[src/rtl/limit_timer_pkg.sv]
package limit_timer_pkg;
    typedef enum logic [1:0] {
        WA_LIMIT      = 2'd0,
        WA_COUNT      = 2'd1,
        WA_LIMIT_KEEP = 2'd2,
        WA_SPARE      = 2'd3
    } word_addr_e;
endpackage

[src/rtl/lt_step.sv]
module lt_step #(
    parameter int CW = 22
) (
    input  logic [CW-1:0] count,
    input  logic [CW-1:0] limit,
    output logic [CW-1:0] count_next,
    output logic          hit
);
    logic [CW-1:0] lim_eff;
    logic [CW-1:0] inc;

    always_comb begin
        lim_eff    = (limit == '0) ? '1 : limit;
        inc        = count + 1'b1;
        hit        = (inc == lim_eff);
        count_next = hit ? '0 : inc;
    end
endmodule

[src/rtl/lt_rdmux.sv]
module lt_rdmux
    import limit_timer_pkg::*;
#(
    parameter int LSB = 9,
    parameter int MSB = 30,
    localparam int CW = MSB - LSB + 1
) (
    input  logic [1:0]    addr,
    input  logic [CW-1:0] count,
    input  logic [CW-1:0] limit,
    input  logic          reached,
    output logic [31:0]   rdata
);
    always_comb begin
        rdata = '0;
        case (word_addr_e'(addr))
            WA_LIMIT: rdata[MSB:LSB] = limit;
            WA_COUNT: begin
                rdata[MSB:LSB] = count;
                rdata[31]      = reached;
            end
            default: rdata = '0;
        endcase
    end
endmodule

[src/rtl/limit_timer.sv]
module limit_timer
    import limit_timer_pkg::*;
#(
    parameter int LSB = 9,
    parameter int MSB = 30
) (
    input  logic        clk,
    input  logic        rst_n,
    input  logic        tick,
    input  logic        bus_sel,
    input  logic        bus_we,
    input  logic [1:0]  bus_addr,
    input  logic [31:0] bus_wdata,
    output logic [31:0] bus_rdata,
    output logic        irq
);
    localparam int CW = MSB - LSB + 1;

    typedef struct packed {
        logic [CW-1:0] limit;
        logic [CW-1:0] count;
        logic          reached;
        logic          irq;
    } state_t;

    state_t        st_d, st_q;
    logic [CW-1:0] step_count;
    logic          step_hit;
    logic          wr, rd;

    lt_step #(.CW(CW)) i_step (
        .count      (st_q.count),
        .limit      (st_q.limit),
        .count_next (step_count),
        .hit        (step_hit)
    );

    lt_rdmux #(.LSB(LSB), .MSB(MSB)) i_rdmux (
        .addr    (bus_addr),
        .count   (st_q.count),
        .limit   (st_q.limit),
        .reached (st_q.reached),
        .rdata   (bus_rdata)
    );

    always_comb begin
        wr   = bus_sel && bus_we;
        rd   = bus_sel && !bus_we;
        st_d = st_q;
        if (rd && word_addr_e'(bus_addr) == WA_LIMIT) begin
            st_d.irq     = 1'b0;
            st_d.reached = 1'b0;
        end
        if (wr) begin
            case (word_addr_e'(bus_addr))
                WA_LIMIT: begin
                    st_d.limit = bus_wdata[MSB:LSB];
                    st_d.count = '0;
                    st_d.irq   = 1'b0;
                end
                WA_LIMIT_KEEP: st_d.limit = bus_wdata[MSB:LSB];
                default: ;
            endcase
        end else if (tick) begin
            st_d.count = step_count;
            if (step_hit) begin
                st_d.reached = 1'b1;
                st_d.irq     = 1'b1;
            end
        end
    end

    always_ff @(posedge clk or negedge rst_n) begin
        if (!rst_n) st_q <= '0;
        else        st_q <= st_d;
    end

    assign irq = st_q.irq;
endmodule

[config.mk]
export PLATFORM = sky130hd
export DESIGN_NAME = limit_timer
export DESIGN_NICKNAME = d
export VERILOG_FILES = /design/src/rtl/limit_timer_pkg.sv /design/src/rtl/lt_step.sv /design/src/rtl/lt_rdmux.sv /design/src/rtl/limit_timer.sv
export SDC_FILE = /design/constraint.sdc
export NUM_CORES = 1
export LEC_CHECK = 0
export ABC_AREA = 1
export CORE_ASPECT_RATIO = 1.5
export CORE_UTILIZATION = 40
export DETAILED_ROUTE_END_ITERATION = 8
export DONT_BUFFER_PORTS = 1
export SLEW_MARGIN = 20
export SYNTH_ARGS = -nofsm -noshare
export SYNTH_HDL_FRONTEND = slang
export SYNTH_HIERARCHICAL = 1
export SYNTH_SLANG_ARGS = --single-unit
export TNS_END_PERCENT = 1
[constraint.sdc]
create_clock -name clk -period 2.7 [get_ports clk]
set_input_delay 0.54 -clock clk [delete_from_list [all_inputs] [get_ports clk]]
set_output_delay 0.54 -clock clk [all_outputs]
set_load 0.005 [all_outputs]
# --- Yosys cells after proc, flatten, opt, wreduce, memory -nomap -nowiden ---
# Index checks and enable logic that the tools add are counted.
op_classes:
  n_mux: 12
  reduce_logical: 10
  n_eq_ne: 4
  addsub: 1
op_table:
  columns: ["cell", "count"]
  rows:
  - ["two-way mux 22 bit", 4]
  - ["case mux 22 bit (2 select lines)", 1]
  - ["two-way mux 24 bit", 1]
  - ["adder 22 x 1 -> 22 bit (second input constant)", 1]
  - ["equality test 22 bit", 1]
  - ["zero test 22 bit", 1]
  - ["two-way mux 1 bit", 4]
  - ["two-way mux 2 bit", 2]
  - ["AND reduction 2 bit", 2]
  - ["logical AND 1 bit", 3]
  - ["equality test 2 x 1 -> 1 bit (second input constant)", 1]
  - ["equality test 2 bit (second input constant)", 1]
  - ["zero test 2 bit", 1]
  - ["!= test 2 x 1 -> 1 bit (second input constant)", 1]
  - ["nonzero test 2 bit", 1]
  - ["OR reduction 2 bit", 1]
  - ["zero test 1 bit", 1]
totals:
  regBits: 46
  word_cells: 31

# --- Logic depth before layout (Yosys ltp) ---
depth:
  word_depth: 7
  mapped_depth: 17
  ltp_nobuf: 16

# --- Modules after synthesis ---
# The synthesis kept the hierarchy.
modules_own_cells:
  columns: ["mod", "cells_each", "seq_area_each_um2", "area_per_inst_um2", "instances"]
  rows:
  - ["limit_timer", 206, 1151.1, 1939.4, 1]
  - ["lt_step", 357, 0.0, 1726.7, 1]
  - ["lt_rdmux", 87, 0.0, 444.2, 1]

# --- Worst setup path after synthesis ---
# OpenSTA, ideal clock, no wires.
synth_timing:
  path_type: "reg2reg"
  startpoint: "register st_q[2] in the netlist's numbering"
  endpoint: "register st_q[6] in the netlist's numbering"
  arrival_ns: 1.984
  setup_ns: 0.117
  path_slack_ns: 0.599
  period_less_slack_ns: 2.101
  path_stages_with_launch: 16
  path_cell_list: "dfrtp_1 ha_1 nand2_2 nor2_8 nand2_2 nor2_2 nand3_1 nand2_1 nand3_1 nand2_1 nand3_1 nor2_4 buf_6 a21oi_2 nand2_1 nand2_1"
synth_via:
  elab_chain_cells: 5
synth_rtl:
  columns: ["item", "line_no", "text"]
  rows:
  - ["from (decl)", "limit_timer.sv:26", "state_t st_d, st_q;"]
  - ["from (signal assigned)", "limit_timer.sv:75", "else st_q <= st_d;"]
  - ["adder 22 x 1 -> 22 bit (*)", "lt_step.sv:14", "inc = count + 1'b1;"]
  - ["equality test 22 bit", "lt_step.sv:15", "hit = (inc == lim_eff);"]
  - ["two-way mux 22 bit (*)", "lt_step.sv:16", "count_next = hit ? '0 : inc;"]
  - ["net step_count[4]", "limit_timer.sv:27", "logic [CW-1:0] step_count;"]
  - ["two-way mux 24 bit (*)", "limit_timer.sv:64", "end else if (tick) begin"]
  - ["two-way mux 22 bit (*)", "limit_timer.sv:54", "if (wr) begin"]
# Mark *: on every way through the listed nets, which the timed path passes. The rest lies on a longest branch. The select of a mux whose other input is x is not followed.
# A chain may end at the register's enable or synchronous reset.

# --- Final worst setup path ---
# Ends and elaborated chain as after synthesis.

==> metrics.yaml <==
setup_path:
  critical_path_class: "flop to flop"
  worst_setup_path_end_kind: "flop"
  reg2reg_depth: 15
  cp_num_cells: 15
  arrival_ns: 2.63
  crit_path_frequent_cell: "nand2_1"
  cpMaxStageDelayCell: "dfrtp_1"
  r2r_start: "st_q[2]"
  path_cells: "ha_1 > nand2_2 > nor2_8 > nand2_2 > nor2_2 > nand3_1 > nand2_1 > nand3_1 > nand2_1 > nand3_1 > nor2_4 > buf_12 > a21oi_2 > nand2_1 > nand2_1"
  crit_buf_inv: 1
  required_ns: 2.88
  start_kind: "flop"
  critPathLaunch: "st_q[2]"
  slowest_delay_ns: 0.35
  r2r-end: "st_q[6]"
  cpLargestDelayFamily: "simple AND/OR/NAND/NOR gates"
  endpoint: "st_q[6]"
  r2r_slack_ns: 0.25
  cp_max_fo: 15
floorplanning:
  rows: 45
  pin_count: 72
  coreArea_mm2: 0.01008
  dieWidth_um: 84.77
  die_h_um: 126.2
  start_util_pct: 40.78
  die_area_mm2: 0.01069
finish:
  postLayoutCoreUtil_pct: 42.95
  area_delta_synth_final_pct: 5.327
  seqCellArea_mm2: 0.001151
  fin_cells: 766
  drive_gt1_share_pct: 13.71
  most-common-layout-cells: "281 x nand2_1, 92 x nand3_1, 71 x inv_1"
  multi_input_area_mm2: 0.002390
  diodes: 0
  layout.nets: 688
  final_common_cell: "nand2_1"
  fillers: 1078
  fin_area_mm2: 0.004329
routing:
  drtIter0Drc: 257
  wl_um: 11390
  remaining_drc_errors: 4
  ant_nets: 0
  wire_per_inst_um: 14.87
  drt_pass1_iterations: 6
  vias_per_cell: 5.176
  num_vias: 3965
timing:
  final_hold_viol_count: 0
  layout_setup_ws_ns: 0.2541
  max_slew.worst_pin.slew_ns: 0.6109
  final_max_slew_viol_count: 0
  clock_skew_ns: 0.004831
  setup_tns_ns: 0
  setup_viol: 0
  period_needed_ns: 2.446
  relSlewSlack_pct: 59.17
  period_share_pct: 90.59
  whs_ns: 0.09074
  clock.fmax_ghz: 0.4089
  rsz0062_at_grt: "no"
clocking:
  tritoncts: "yes"
  root_buffer: "clkbuf_16"
  post_cts_resized: 0
  cts_max_level: 2
  cts_buffer_depth: 2
  clkLatencyLatePin_ns: 0.29
  path_clk_slew_ns: 0.07
  post_cts_buffers: 0
  clock-sinks: 46
  cts_inserted_buffers: 5
  postCtsHoldBufs: 1
synthesis:
  async_reset_ff_share_pct: 100.0
  syn_avg_cell_area_um2: 6.323
  ys_types: 32
  yosysWarningCount: 6
  synth_cells: 650
  synth_area_mm2: 0.004110
  seq_area_frac_synth_pct: 28.01
  synth_ff_type: "dfrtp_1"
  synth_edf_count: 0
  ys_ff_latch: 46
global_routing:
  grt_start_max_net_pins: 47
  antenna_found_initial: 0
  grt_pass1_vias: 3836
  grt_util_all_layers_pct: 22.20
  grt_pass1_wl_um: 18510
  overflow: 0
power:
  p_per_area_mw_per_mm2: 515.8
  peakVddDrop_uv: 371.6
  power_mw: 2.233
  p_leak_nw: 2.407
placed_design:
  placed_area_mm2: 0.004133
  dp_slack_ns: 0.2531
  port_buffers: 0
  detailed_place_hpwl_um: 8432
  routabilityCongestion: 0.8983
  placed_cells: 757
job:
  maxCapViolCount: 0
hold_path:
  hold_path.class: "input pin to async pin"
run_status:
  violations: "DRC"
  status: "finished, violations left"
==> how the worst min path moves through the flow <==
| stage | start | to | slack (ns) | depth (start not counted) |
|---|---|---|---|---|
| final | rst_n | st_q[43] | 0.09 | 1 |
| after global routing | rst_n | st_q[43] | 0.10 | 1 |
| after CTS | rst_n | st_q[43] | 0.1 | 1 |
| after detailed placement | rst_n | st_q[43] | 0.25 | 0 |
| after global placement | rst_n | st_q[43] | 0.25 | 0 |
| after floorplan | rst_n | irq | 0.24 | 0 |
==> power breakdown <==
group          switching, mW  internal [mW]  total [mW]
Clock                  0.283          0.439       0.722
Combinational          0.425          0.227       0.653
Sequential            0.0888          0.769       0.858
==> cell usage after synthesis, types with 4 or more instances <==
master | instances | area [µm²]
nand2_1 | 281 | 1055
buf_4 | 15 | 112.6
nand3_2 | 13 | 130.1
buf_2 | 5 | 25.02
inv_1 | 71 | 266.5
nor2_2 | 4 | 25.02
dfrtp_1 | 46 | 1151
nand2_4 | 4 | 45.04
nand3_1 | 92 | 460.4
nand4_1 | 8 | 50.05
a21oi_2 | 20 | 175.2
nor2_1 | 39 | 146.4
buf_6 | 11 | 123.9
nor2_4 | 6 | 67.56
nand2_2 | 9 | 56.30
o21ai_0 | 4 | 20.02
==> worst reg2reg max path, stage by stage (launching register included) <==
cell and delay [ns]:
dfrtp_1 0.35, ha_1 0.22, nand2_2 0.15, nor2_8 0.21, nand2_2 0.09, nor2_2 0.14
nand3_1 0.11, nand2_1 0.12, nand3_1 0.08, nand2_1 0.06, nand3_1 0.13, nor2_4 0.26
buf_12 0.21, a21oi_2 0.08, nand2_1 0.08, nand2_1 0.06
==> sequential cells by signal, summed over array words and instances, names as in the netlist <==
register / flops
irq: 1
st_q: 45
==> final cells by class <==
type,instances,share of cell area (%)
Inverter,74,6.474
Clock inverter,3,1.012
Sequential cell,46,26.59
Timing Repair Buffer,18,4.451
Clock buffer,5,2.890
Tap cell,117,3.381
Multi-Input combinational cell,503,55.20
==> cell families after synthesis <==
logic type | share of synthesized area, %
and+or+nand+nor | 51.29
adders and majority gates | 0.3044
buffers and inverters | 14.58
AOI/OAI and AO/OA | 5.510
xor gates and xnor gates | 0.2131
DFF | 28.01
other | 0.09124
==> per-layer routing <==
metal	track usage (%)	vias up	wire (µm)
met5	0	-	0
met4	10.87	0	429
met3	4.063	27	595
met2	41.42	124	5940
met1	23.63	1815	4424
li1	-	1999	-
(Power assumes the default switching activity.)
